$ cat src/rtl/clkout_gate_pkg.sv
`timescale 1ns/1ps
package clkout_gate_pkg;

  typedef enum logic [2:0] {
    GRP_CPU = 3'd0,
    GRP_MEM = 3'd1,
    GRP_PCI = 3'd2,
    GRP_AGP = 3'd3,
    GRP_REF = 3'd4,
    GRP_F48 = 3'd5,
    GRP_F24 = 3'd6
  } clk_grp_e;

  localparam int NUM_GRP = 7;

  localparam logic [1:0] TM_NORMAL = 2'b00;
  localparam logic [1:0] TM_SPREAD = 2'b10;
  localparam logic [1:0] TM_FLOAT  = 2'b11;

  // Number of outputs beyond the CPU, memory and PCI ranges
  localparam int N_FIXED = 6;

  function automatic clk_grp_e grp_of(int idx, int ncpu, int nmem, int npci);
    if (idx < ncpu)                        return GRP_CPU;
    else if (idx < ncpu + nmem)            return GRP_MEM;
    else if (idx < ncpu + nmem + npci + 1) return GRP_PCI;
    else if (idx < ncpu + nmem + npci + 3) return GRP_AGP;
    else if (idx == ncpu + nmem + npci + 3) return GRP_REF;
    else if (idx == ncpu + nmem + npci + 4) return GRP_F48;
    else                                   return GRP_F24;
  endfunction

endpackage

$ cat src/rtl/cg_phase_gen.sv
`timescale 1ns/1ps
module cg_phase_gen
  import clkout_gate_pkg::*;
#(
  parameter int CPU_LOG = 0,
  parameter int AGP_LOG = 1,
  parameter int PCI_LOG = 2,
  parameter int REF_LOG = 3,
  parameter int F48_LOG = 1,
  parameter int F24_LOG = 2
) (
  input  logic               clk,
  input  logic               rst_n,
  input  logic               mem_fast,
  output logic [NUM_GRP-1:0] upd,
  output logic [NUM_GRP-1:0] raw_nxt
);

  function automatic int max2(int a, int b);
    return (a > b) ? a : b;
  endfunction

  localparam int MAX_LOG = max2(max2(max2(CPU_LOG, AGP_LOG), max2(PCI_LOG, REF_LOG)),
                                max2(F48_LOG, F24_LOG));
  localparam int CNT_W = MAX_LOG + 1;

  function automatic int log_of(int g);
    case (g)
      int'(GRP_CPU): return CPU_LOG;
      int'(GRP_PCI): return PCI_LOG;
      int'(GRP_AGP): return AGP_LOG;
      int'(GRP_REF): return REF_LOG;
      int'(GRP_F48): return F48_LOG;
      default:       return F24_LOG;
    endcase
  endfunction

  logic [CNT_W-1:0] cnt_q;
  logic [CNT_W-1:0] cnt_d;

  always_comb begin
    cnt_d = cnt_q + CNT_W'(1);
  end

  always_ff @(posedge clk or negedge rst_n) begin
    if (!rst_n) cnt_q <= '0;
    else        cnt_q <= cnt_d;
  end

  // A group updates on the edge where its divided clock is about to fall
  for (genvar g = 0; g < NUM_GRP; g++) begin : g_grp
    if (g == int'(GRP_MEM)) begin : g_mem
      assign upd[g]     = mem_fast ? (&cnt_q[CPU_LOG:0]) : (&cnt_q[AGP_LOG:0]);
      assign raw_nxt[g] = mem_fast ? cnt_d[CPU_LOG] : cnt_d[AGP_LOG];
    end else begin : g_fix
      localparam int LG = log_of(g);
      assign upd[g]     = &cnt_q[LG:0];
      assign raw_nxt[g] = cnt_d[LG];
    end
  end

endmodule

$ cat src/rtl/cg_policy.sv
`timescale 1ns/1ps
module cg_policy
  import clkout_gate_pkg::*;
#(
  parameter int N_CPU = 4,
  parameter int N_MEM = 12,
  parameter int N_PCI = 5,
  parameter int PM_LO = 4,
  localparam int NOUT = N_CPU + N_MEM + N_PCI + N_FIXED
) (
  input  logic            strap_mode,
  input  logic [3:0]      pm_pin_n,
  input  logic [1:0]      tmode,
  input  logic [NOUT-1:0] keep,
  output logic [NOUT-1:0] d_run,
  output logic [NOUT-1:0] d_low,
  output logic [NOUT-1:0] d_hiz
);

  localparam int I_PCI0 = N_CPU + N_MEM;
  localparam int I_PCIF = I_PCI0 + N_PCI;
  localparam int I_AGP0 = I_PCIF + 1;
  localparam int I_AGPF = I_PCIF + 2;
  localparam int I_PM0  = N_CPU + PM_LO;

  logic pm_active;
  logic pwrdn;
  logic cpu_stop;
  logic pci_stop;
  logic agp_stop;
  logic float_req;

  always_comb begin
    pm_active = ~strap_mode;
    pci_stop  = pm_active & ~pm_pin_n[0];
    cpu_stop  = pm_active & ~pm_pin_n[1];
    pwrdn     = pm_active & ~pm_pin_n[2];
    agp_stop  = pm_active & ~pm_pin_n[3];
    float_req = (tmode == TM_FLOAT);
  end

  for (genvar i = 0; i < NOUT; i++) begin : g_out
    localparam bit IS_CM   = (i < I_PCI0);
    localparam bit IS_PMP  = (i >= I_PM0) && (i < I_PM0 + 4);
    localparam bit IS_PCI  = (i >= I_PCI0) && (i < I_PCIF);
    localparam bit IS_AGP0 = (i == I_AGP0);
    localparam bit FLOATS  = !((i == I_AGP0) || (i == I_AGPF));

    logic hiz_w;
    logic stop_w;

    always_comb begin
      hiz_w    = (IS_PMP & pm_active) | (FLOATS & float_req);
      stop_w   = (IS_CM & cpu_stop) | (IS_PCI & pci_stop) | (IS_AGP0 & agp_stop);
      d_hiz[i] = hiz_w;
      d_run[i] = ~hiz_w & ~pwrdn & ~stop_w & keep[i];
      d_low[i] = ~hiz_w & ~d_run[i];
    end
  end

endmodule

$ cat src/rtl/cg_gate_slice.sv
`timescale 1ns/1ps
module cg_gate_slice (
  input  logic clk,
  input  logic rst_n,
  input  logic upd,
  input  logic raw_nxt,
  input  logic d_run,
  input  logic d_low,
  input  logic d_hiz,
  output logic q_run,
  output logic q_low,
  output logic q_hiz,
  output logic q_tclk
);

  logic run_d, low_d, hiz_d, tclk_d;

  always_comb begin
    run_d  = upd ? d_run : q_run;
    low_d  = upd ? d_low : q_low;
    hiz_d  = upd ? d_hiz : q_hiz;
    tclk_d = raw_nxt & run_d;
  end

  always_ff @(posedge clk or negedge rst_n) begin
    if (!rst_n) begin
      q_run  <= 1'b0;
      q_low  <= 1'b0;
      q_hiz  <= 1'b1;
      q_tclk <= 1'b0;
    end else begin
      q_run  <= run_d;
      q_low  <= low_d;
      q_hiz  <= hiz_d;
      q_tclk <= tclk_d;
    end
  end

endmodule

$ cat src/rtl/cg_mode_sel.sv
`timescale 1ns/1ps
module cg_mode_sel
  import clkout_gate_pkg::*;
(
  input  logic       clk,
  input  logic       rst_n,
  input  logic [2:0] strap_fs,
  input  logic [2:0] cfg_fsel,
  input  logic       cfg_fsrc,
  input  logic [1:0] cfg_tmode,
  output logic [2:0] freq_sel,
  output logic       spread_en
);

  logic [2:0] fsel_d;
  logic       spread_d;

  always_comb begin
    fsel_d   = cfg_fsrc ? cfg_fsel : strap_fs;
    spread_d = (cfg_tmode == TM_SPREAD);
  end

  always_ff @(posedge clk or negedge rst_n) begin
    if (!rst_n) begin
      freq_sel  <= 3'd0;
      spread_en <= 1'b0;
    end else begin
      freq_sel  <= fsel_d;
      spread_en <= spread_d;
    end
  end

endmodule

$ cat src/rtl/clkout_gate_ctrl.sv
`timescale 1ns/1ps
module clkout_gate_ctrl
  import clkout_gate_pkg::*;
#(
  parameter int N_CPU   = 4,
  parameter int N_MEM   = 12,
  parameter int N_PCI   = 5,
  parameter int PM_LO   = 4,
  parameter int CPU_LOG = 0,
  parameter int AGP_LOG = 1,
  parameter int PCI_LOG = 2,
  parameter int REF_LOG = 3,
  parameter int F48_LOG = 1,
  parameter int F24_LOG = 2,
  localparam int NOUT   = N_CPU + N_MEM + N_PCI + N_FIXED
) (
  input  logic            clk,
  input  logic            rst_n,
  input  logic [2:0]      strap_fs,
  input  logic            strap_mode,
  input  logic            strap_memsel,
  input  logic [3:0]      pm_pin_n,
  input  logic [2:0]      cfg_fsel,
  input  logic            cfg_fsrc,
  input  logic [1:0]      cfg_tmode,
  input  logic [NOUT-1:0] reg_keep,
  output logic [NOUT-1:0] out_run,
  output logic [NOUT-1:0] out_low,
  output logic [NOUT-1:0] out_hiz,
  output logic [NOUT-1:0] test_clk,
  output logic [2:0]      freq_sel,
  output logic            spread_en
);

  // Reset: asserted asynchronously, released on a clock edge
  logic rst_meta_n;
  logic rst_core_n;

  always_ff @(posedge clk or negedge rst_n) begin
    if (!rst_n) begin
      rst_meta_n <= 1'b0;
      rst_core_n <= 1'b0;
    end else begin
      rst_meta_n <= 1'b1;
      rst_core_n <= rst_meta_n;
    end
  end

  logic [NUM_GRP-1:0] upd;
  logic [NUM_GRP-1:0] raw_nxt;
  logic [NOUT-1:0]    d_run, d_low, d_hiz;

  cg_phase_gen #(
    .CPU_LOG(CPU_LOG), .AGP_LOG(AGP_LOG), .PCI_LOG(PCI_LOG),
    .REF_LOG(REF_LOG), .F48_LOG(F48_LOG), .F24_LOG(F24_LOG)
  ) u_phase (
    .clk     (clk),
    .rst_n   (rst_core_n),
    .mem_fast(strap_memsel),
    .upd     (upd),
    .raw_nxt (raw_nxt)
  );

  cg_policy #(
    .N_CPU(N_CPU), .N_MEM(N_MEM), .N_PCI(N_PCI), .PM_LO(PM_LO)
  ) u_policy (
    .strap_mode(strap_mode),
    .pm_pin_n  (pm_pin_n),
    .tmode     (cfg_tmode),
    .keep      (reg_keep),
    .d_run     (d_run),
    .d_low     (d_low),
    .d_hiz     (d_hiz)
  );

  for (genvar i = 0; i < NOUT; i++) begin : g_slice
    localparam clk_grp_e G = grp_of(i, N_CPU, N_MEM, N_PCI);
    cg_gate_slice u_slice (
      .clk    (clk),
      .rst_n  (rst_core_n),
      .upd    (upd[G]),
      .raw_nxt(raw_nxt[G]),
      .d_run  (d_run[i]),
      .d_low  (d_low[i]),
      .d_hiz  (d_hiz[i]),
      .q_run  (out_run[i]),
      .q_low  (out_low[i]),
      .q_hiz  (out_hiz[i]),
      .q_tclk (test_clk[i])
    );
  end

  cg_mode_sel u_mode (
    .clk      (clk),
    .rst_n    (rst_core_n),
    .strap_fs (strap_fs),
    .cfg_fsel (cfg_fsel),
    .cfg_fsrc (cfg_fsrc),
    .cfg_tmode(cfg_tmode),
    .freq_sel (freq_sel),
    .spread_en(spread_en)
  );

endmodule

$ cat config.mk
export PLATFORM = sky130hd
export DESIGN_NAME = clkout_gate_ctrl
export DESIGN_NICKNAME = d
export VERILOG_FILES = /design/src/rtl/clkout_gate_pkg.sv /design/src/rtl/cg_phase_gen.sv /design/src/rtl/cg_policy.sv /design/src/rtl/cg_gate_slice.sv /design/src/rtl/cg_mode_sel.sv /design/src/rtl/clkout_gate_ctrl.sv
export SDC_FILE = /design/constraint.sdc
export NUM_CORES = 1
export LEC_CHECK = 0
export ABC_AREA = 1
export BUFFER_PORTS_ARGS = -buffer_cell sky130_fd_sc_hd__buf_4
export CORE_ASPECT_RATIO = 0.7
export CORE_MARGIN = 5
export CORE_UTILIZATION = 45
export DETAILED_ROUTE_END_ITERATION = 7
export HOLD_SLACK_MARGIN = 0.02
export PLACE_DENSITY = 0.72
export SYNTH_ARGS = -nofsm -noshare
export SYNTH_HDL_FRONTEND = slang
export SYNTH_SLANG_ARGS = --single-unit
$ cat constraint.sdc
create_clock -name clk -period 3.5 [get_ports clk]
set_clock_uncertainty 0.2 [all_clocks]
set_input_delay 0.35 -clock clk [delete_from_list [all_inputs] [get_ports clk]]
set_output_delay 0.35 -clock clk [all_outputs]
set_load 0.05 [all_outputs]
==> results of run 1 <==
==> registers in the layout, indices dropped and copies added (netlist names), named ones only <==
signal / flops
g_slice.u_slice.q_tclk: 27
rst_meta_n: 1
u_mode.freq_sel: 3
u_mode.spread_en: 1
g_slice.u_slice.q_low: 27
g_slice.u_slice.q_run: 23
u_phase.cnt_q: 4
g_slice.u_slice.q_hiz: 7
rst_core_n: 1
==> worst min-delay path, stage by stage <==
cell    delay (ns)
buf_4         0.12
inv_1         0.04
nor2_1        0.03
==> cells by family (layout without fill, tap and decap cells) <==
family | Yosys count | count (layout) | share of synthesized area
simple gates | 176 | 176 | 0.168
buf+inv | 155 | 220 | 0.223
flops | 98 | 98 | 0.536
compound gates | 47 | 47 | 0.0573
mux | 3 | 3 | 0.00736
fa+ha+maj | 2 | 2 | 0.00545
other cells | 1 | 1 | 0.000817
xor+xnor | 1 | 1 | 0.00191
==> layer usage <==
layer  wire length [um]  GRT usage  part of all wire
met1               4150      0.219              0.41
met2               4980      0.264              0.50
met3                756     0.0514             0.076
met4                119     0.0462             0.012
met5                  0          0                 0
==> power by group <==
group          internal [mW]  total, mW  leakage [nW]  switching (mW)
logic                  0.162      0.512          1.60           0.350
clock network          0.485      0.920         0.120           0.435
registers               1.19       1.24          1.24          0.0497
==> final cells by class <==
cell class                      instances  area [um2]  area share
Sequential cell                        98        2460       0.454
Timing Repair Buffer                  167        1270       0.235
Multi-Input combinational cell        230        1110       0.204
Clock buffer                            9         225      0.0415
Tap cell                              128         160      0.0295
Inverter                               37         144      0.0265
Clock inverter                          7        55.1      0.0101
==> Yosys cell counts, types with 2 or more instances <==
| master | instances |
|---|---|
| nand2_2 | 2 |
| nand3_2 | 5 |
| inv_1 | 34 |
| nor2_1 | 29 |
| ha_1 | 2 |
| a21oi_1 | 24 |
| nand2_1 | 117 |
| nand2_4 | 3 |
| o21a_1 | 7 |
| and2_1 | 3 |
| buf_6 | 2 |
| buf_2 | 5 |
| a22oi_1 | 3 |
| dfstp_2 | 7 |
| inv_4 | 2 |
| nand3_1 | 13 |
| o21ai_0 | 11 |
| mux2_2 | 3 |
| dfrtp_1 | 91 |
| buf_4 | 110 |
==> per-stage QoR <==
| step | cells | setup WS (ns) | total power, mW |
|---|---|---|---|
| 2_1_floorplan | 483 | 0.380 | 1.67 |
| 3_3_place_gp | 652 | 1.39 | 1.76 |
| 3_5_place_dp | 652 | 1.27 | 1.77 |
| 4_1_cts | 676 | 1.26 | 2.70 |
| 5_1_grt | 676 | 1.08 | 2.78 |
| 6_report | 676 | 1.27 | 2.67 |
==> path summary, 6_finish.rpt <==
check	end	slack, ns	depth (start not counted)
worst max-delay path	g_slice[20].u_slice.q_tclk	1.27	6
worst min-delay path	u_mode.spread_en	0.04	3
worst max register to register	g_slice[20].u_slice.q_tclk	1.27	6
worst min register to register	rst_core_n	0.15	0
max in group asynchronous	g_slice[10].u_slice.q_hiz	2.03	1
min in group asynchronous	rst_core_n	0.13	2
==> impl_metrics.yaml, run 1 <==
finish:
  fillerInstances: 901
  fin_area_mm2: 0.00543
  drive_above_1_share: 0.367
  nNetsFinal: 589
  utilization: 0.552
  mostFrequentLayoutCell: "buf_4"
  area_delta_synth_final_pct: 18.3
  num_antenna_cells: 0
  final_cell_mix: "buf_4, nand2_1, dfrtp_1"
setup_path:
  crit_type: "reg -> reg"
  path_common_cell: "ha_1"
  cp_cell_sequence: "ha_1 > ha_1 > nand2_1 > nor2_4 > nand3_2 > a21oi_1"
  rr_startpoint: "u_phase.cnt_q[1]"
  cp_top_family: "adder cells"
  slowest_stage: "ha_1"
  critPathRequiredTime_ns: 3.55
  start_kind: "register"
  critPathLaunch: "u_phase.cnt_q[1]"
  critPathArrivalTime_ns: 2.28
  path_max_fanout: 9
  cp_slowest_stage_delay_ns: 0.40
  end_kind: "register"
  critPathBufInv: 0
grt:
  grt_max_degree: 68
  grt_pass1_vias: 3160
  antenna_found_initial: 0
  grt_pass1_wl_um: 15900
  track_usage: 0.166
  grt-ovfl-total: 0
clocking:
  clkTransAtPathRegs_ns: 0.07
  holdBufCountCts: 8
  root_buffer: "clkbuf_16"
  clock_latency_ns: 0.33
  cts.sinks: 98
  cts_buffers: 9
  clockBufferDepth: 2
  tritoncts: "yes"
  h-tree-depth: 3
  cts_setup_buffers: 0
  ctsResizeCount: 0
route:
  routed_wl_um: 10000
  drc_errors: 0
  drt_iter0_drc: 177
  via_per_inst: 4.66
  wl_per_cell_um: 14.8
  vias: 3149
  ant_nets: 0
  first_pass_iters: 4
run_status:
  status: "complete, no violations"
placed_design:
  hpwlAfterDp_um: 7550
  place_area_mm2: 0.00507
  gp_congestion: 0.833
  portBuffers: 155
timing:
  fmax_ghz: 0.449
  drv_slew: 0
  setup_violations: 0
  setup_tns_ns: 0
  maxSlewHeadroom: 0.424
  grt_setup_unrepaired: "no"
  period_needed_ns: 2.23
  tightestPinTransition_ns: 0.864
  period_share: 0.637
  hold_ws_ns: 0.0359
  hold_viol: 0
logic_synthesis:
  postSynthAreaPerCell_um2: 9.50
  ys_seq_area_frac: 0.536
  postSynthCellCount: 483
  synth_edf_count: 0
  ys_warn_count: 0
  yosys.area.top_type: "dfrtp_1"
  synthDistinctLibCells: 30
  ys_top_cells_by_area: "dfrtp_1, buf_4, nand2_1, dfstp_2, inv_1"
  yosys_most_used_dff: "dfrtp_1"
  async_flop_share: 1.00
  ys_seq_elements: 98
  syn-num-nets: 529
  synth_area_mm2: 0.00459
  synth_top_area_share: 0.496
die:
  chipHeight_um: 94.5
  rows: 30
  die_x_um: 131
  die-area_mm2: 0.0123
  num_io_pins: 156
  start_util: 0.467
  core_mm2: 0.00983
job:
  maxCapViolations: 0
min_path:
  hp-class: "in -> reg"
  min_from: "cfg_tmode[1]"
power_and_ir_drop:
  ir_worst_vdd_mv: 0.272
  power.leakage_nw: 2.96
  p_per_area_mw_per_mm2: 492
Note: power is estimated with default switching activity, not from simulation.
==> inputs of run 2 (changes only) <==
- clock period: 3.5 -> 2.1 ns (I/O delays scaled with it)
==> impl_metrics.yaml, run 2 (synthesis gave the netlist of run 1 again) <==
grt:
  grt-ovfl-total: 0
  antenna_found_initial: 0
  grt_max_degree: 60
  grt_pass1_wl_um: 17000
  track_usage: 0.177
  grt_pass1_vias: 3381
finish:
  reg_top3: "g_slice.u_slice.q_low (27), g_slice.u_slice.q_tclk (27), g_slice.u_slice.q_run (23)"
  final_cell_mix: "buf_4, nand2_1, dfrtp_1"
  mostFrequentLayoutCell: "buf_4"
  seq_area_mm2: 0.00246
  utilization: 0.587
  fin_cells: 707
  fillerInstances: 862
  drive_above_1_share: 0.352
  nNetsFinal: 620
  area_delta_synth_final_pct: 25.7
  fin_area_mm2: 0.00577
  num_antenna_cells: 0
  multi_input_area_mm2: 0.00111
clocking:
  cts.sinks: 98
  ctsResizeCount: 0
  root_buffer: "clkbuf_16"
  tritoncts: "yes"
  h-tree-depth: 3
  cts_setup_buffers: 0
  clock_latency_ns: 0.33
  clkTransAtPathRegs_ns: 0.06
  cts_buffers: 9
  clockBufferDepth: 2
min_path:
  hold_depth: 3
  hp-class: "in -> reg"
  min_to: "g_slice[10].u_slice.q_hiz"
  min_from: "strap_mode"
setup_path:
  start_kind: "register"
  critPathArrivalTime_ns: 1.87
  critPathRequiredTime_ns: 2.09
  reg2reg_slack_ns: 0.22
  slowest_stage: "dfrtp_1"
  reg2regPathDepth: 7
  path_common_cell: "nand2_4"
  timing.rr.end: "g_slice[11].u_slice.q_tclk"
  cp_cell_sequence: "ha_1 > inv_4 > nand2_4 > nand2_4 > inv_1 > nand3_1 > a21oi_1"
  critPathBufInv: 2
  cp_slowest_stage_delay_ns: 0.42
  crit_type: "reg -> reg"
  rr_startpoint: "u_phase.cnt_q[0]"
  end_kind: "register"
  cp_top_family: "simple AND/OR/NAND/NOR gates"
  path_max_fanout: 31
run_status:
  status: "complete, no violations"
route:
  vias: 3268
  routed_wl_um: 10600
  drc_errors: 0
  first_pass_iters: 4
  via_per_inst: 4.62
  wl_per_cell_um: 15.0
  ant_nets: 0
  drt_iter0_drc: 240
power_and_ir_drop:
  seq_power_share: 0.441
  p_sw_frac: 0.293
  ir_worst_vdd_mv: 0.463
  p_comb_frac: 0.201
  p_int_mw: 3.28
  power.switching_mw: 1.36
  power.leakage_nw: 3.13
  p_per_area_mw_per_mm2: 803
  pwr-share-clk: 0.358
  power_mw: 4.63
placed_design:
  dp.cells: 655
  hpwlAfterDp_um: 7660
  gp_congestion: 0.762
  place_area_mm2: 0.00510
  portBuffers: 155
  pre_cts_ws_ns: 0.222
die:
  rows: 30
  chipHeight_um: 94.5
  start_util: 0.467
  num_io_pins: 156
  core_mm2: 0.00983
  die-area_mm2: 0.0123
  die_x_um: 131
timing:
  hold_viol: 0
  grt_setup_unrepaired: "no"
  setup_tns_ns: 0
  period_needed_ns: 1.88
  setup_violations: 0
  period_share: 0.897
  fmax_ghz: 0.531
  layout_setup_ws_ns: 0.217
  drv_slew: 0
  hold_ws_ns: 0.0246
job:
  maxCapViolations: 0
[run 2: cell types whose count changed in the layout (fill, tap and decap cells not counted), moves of 2 or more]
cell and change:
buf_4 +2, clkbuf_8 +2, clkinv_2 +3, dlygate4sd3_1 +28, clkinvlp_4 -4
[run 2: worst reg2reg max path: cells and delay by family (launching register included)]
| family | cells | cell delay, ns |
|---|---|---|
| adders and majority gates | 1 | 0.25 |
| DFF | 1 | 0.42 |
| AOI/OAI and AO/OA | 1 | 0.08 |
| and+or+nand+nor | 3 | 0.48 |
| buffers and inverters | 2 | 0.32 |
[run 2: power groups by stage]
stage / registers [mW] / logic, mW / clock network, mW
floorplan: 2.10 / 0.684 / 0
global placement: 2.08 / 0.868 / 0
detailed placement: 2.08 / 0.879 / 0
CTS: 2.04 / 0.936 / 1.69
global route: 2.05 / 0.991 / 1.77
finish: 2.04 / 0.930 / 1.66
[run 2: area by class of cell]
cell class | count | share of cell area
sequential | 98 | 0.427
timing repair buffer | 198 | 0.275
multi-input combinational | 230 | 0.192
clock buffer | 11 | 0.0438
tap | 128 | 0.0278
inverter | 37 | 0.0249
clock inverter | 5 | 0.00911
[run 2: metal layers]
| metal | routed length (um) | up-vias | track usage |
|---|---|---|---|
| li1 | - | 1566 | - |
| met1 | 4460 | 1545 | 0.226 |
| met2 | 5000 | 130 | 0.286 |
| met3 | 782 | 27 | 0.0480 |
| met4 | 347 | 0 | 0.0728 |
| met5 | 0 | - | 0 |
[run 2: how the worst max path moves through the flow]
stage / start / to / slack, ns / cells after the start
after global placement: u_phase.cnt_q[0] / g_slice[9].u_slice.q_tclk / 0.24 / 7
after floorplan: rst_core_n / asynchronous set/reset pin / 0.26 / 0
after global routing: u_phase.cnt_q[0] / g_slice[9].u_slice.q_tclk / 0.05 / 7
after detailed placement: u_phase.cnt_q[0] / g_slice[9].u_slice.q_tclk / 0.22 / 7
final: u_phase.cnt_q[0] / g_slice[11].u_slice.q_tclk / 0.22 / 7
after CTS: u_phase.cnt_q[0] / g_slice[9].u_slice.q_tclk / 0.21 / 7
[run 2: repair_timing]
item	CTS	global route
setup endpoints to repair	0	0
hold buffers	36	0
hold endpoints to repair	64	0
==> inputs of run 3 (changes only) <==
- clock period: 2.1 -> 1.8 ns (I/O delays scaled with it)
==> impl_metrics.yaml, run 3 (synthesis gave the netlist of run 1 again) <==
power_and_ir_drop:
  power.switching_mw: 1.62
  pwr-share-clk: 0.368
  p_sw_frac: 0.293
  ir_worst_vdd_mv: 0.633
  seq_power_share: 0.432
  power.leakage_nw: 3.16
  p_per_area_mw_per_mm2: 940
  power_mw: 5.52
  p_int_mw: 3.91
  p_comb_frac: 0.201
grt:
  grt_max_degree: 97
  grt-ovfl-total: 0
  track_usage: 0.178
  grt_pass1_vias: 3398
  antenna_found_initial: 0
  grt_pass1_wl_um: 17100
finish:
  fin_area_mm2: 0.00588
  num_antenna_cells: 0
  seq_area_mm2: 0.00246
  utilization: 0.598
  fin_cells: 713
  mostFrequentLayoutCell: "buf_4"
  reg_top3: "g_slice.u_slice.q_low (27), g_slice.u_slice.q_tclk (27), g_slice.u_slice.q_run (23)"
  nNetsFinal: 626
  area_delta_synth_final_pct: 28.1
  final_cell_mix: "buf_4, nand2_1, dfrtp_1"
  fillerInstances: 852
  drive_above_1_share: 0.361
  multi_input_area_mm2: 0.00112
setup_path:
  rr_startpoint: "u_phase.cnt_q[1]"
  start_kind: "register"
  reg2reg_slack_ns: 0.05
  timing.rr.end: "g_slice[26].u_slice.q_low"
  critPathRequiredTime_ns: 1.85
  reg2regPathDepth: 6
  critPathArrivalTime_ns: 1.80
  path_max_fanout: 9
  crit_type: "reg -> reg"
  end_kind: "register"
timing:
  fmax_ghz: 0.571
  grt_setup_unrepaired: "yes"
  setup_violations: 0
  hold_ws_ns: 0.0468
  maxSlewHeadroom: 0.660
  tightestPinTransition_ns: 0.511
  hold_viol: 0
  setup_tns_ns: 0
  period_share: 0.973
  layout_setup_ws_ns: 0.0482
  drv_slew: 0
  period_needed_ns: 1.75
die:
  num_io_pins: 156
  die-area_mm2: 0.0123
  rows: 30
  core_mm2: 0.00983
  start_util: 0.467
  chipHeight_um: 94.5
  die_x_um: 131
clocking:
  clkTransAtPathRegs_ns: 0.07
  h-tree-depth: 3
  cts.sinks: 98
  root_buffer: "clkbuf_16"
  cts_buffers: 9
  clockBufferDepth: 2
  tritoncts: "yes"
  clock_latency_ns: 0.34
placed_design:
  portBuffers: 155
  place_area_mm2: 0.00513
  pre_cts_ws_ns: 0.0589
  hpwlAfterDp_um: 7520
  gp_congestion: 0.837
  dp.cells: 657
route:
  drt_iter0_drc: 150
  via_per_inst: 4.65
  wl_per_cell_um: 15.0
  first_pass_iters: 4
  ant_nets: 0
  drc_errors: 0
  vias: 3314
  routed_wl_um: 10700
min_path:
  min_to: "g_slice[22].u_slice.q_low"
  min_from: "pm_pin_n[3]"
  hold_depth: 6
  hp-class: "in -> reg"
job:
  maxCapViolations: 0
run_status:
  status: "complete, no violations"
run 3: cell type report:
class	count	share of cell area
clock inverters	7	0.0160
repair buffers	204	0.283
flip-flops and latches	98	0.419
inverters	37	0.0251
multi-input cells	230	0.191
well taps	128	0.0272
clock buffers	9	0.0383
run 3: power by group through the flow:
stage	registers [mW]	clock network, mW	logic [mW]
after detailed placement	2.42	0	1.03
after global placement	2.42	0	1.02
after floorplan	2.45	0	0.798
after global routing	2.40	2.17	1.18
final	2.38	2.03	1.11
after CTS	2.38	2.08	1.10
run 3: worst max-delay path by stage:
stage,start,end,depth (start not counted)
CTS,cfg_tmode[1],g_slice[13].u_slice.q_tclk,8
detailed placement,u_phase.cnt_q[1],g_slice[26].u_slice.q_low,6
global placement,u_phase.cnt_q[1],g_slice[13].u_slice.q_tclk,5
floorplan,u_phase.cnt_q[1],g_slice[16].u_slice.q_low,6
finish,u_phase.cnt_q[1],g_slice[26].u_slice.q_low,6
global route,u_phase.cnt_q[0],g_slice[20].u_slice.q_low,6
run 3: worst max-delay path: stages (launching register included):
cell and delay, ns:
dfrtp_1 0.38, ha_1 0.22, ha_1 0.20, buf_4 0.17
clkinv_1 0.18, nand2_1 0.10, a22oi_1 0.22
run 3: timing repair:
item | CTS | global route
setup endpoints to repair | 0 | 41
resized for setup | 0 | 8
setup buffers | 0 | 1
hold buffers | 39 | 0
endpoints found under the hold margin | 83 | 0
run 3: routing by layer:
| metal | part of all wire | track usage |
|---|---|---|
| met5 | 0 | 0 |
| met4 | 0.029 | 0.0753 |
| met3 | 0.075 | 0.0565 |
| met2 | 0.49 | 0.288 |
| met1 | 0.40 | 0.219 |
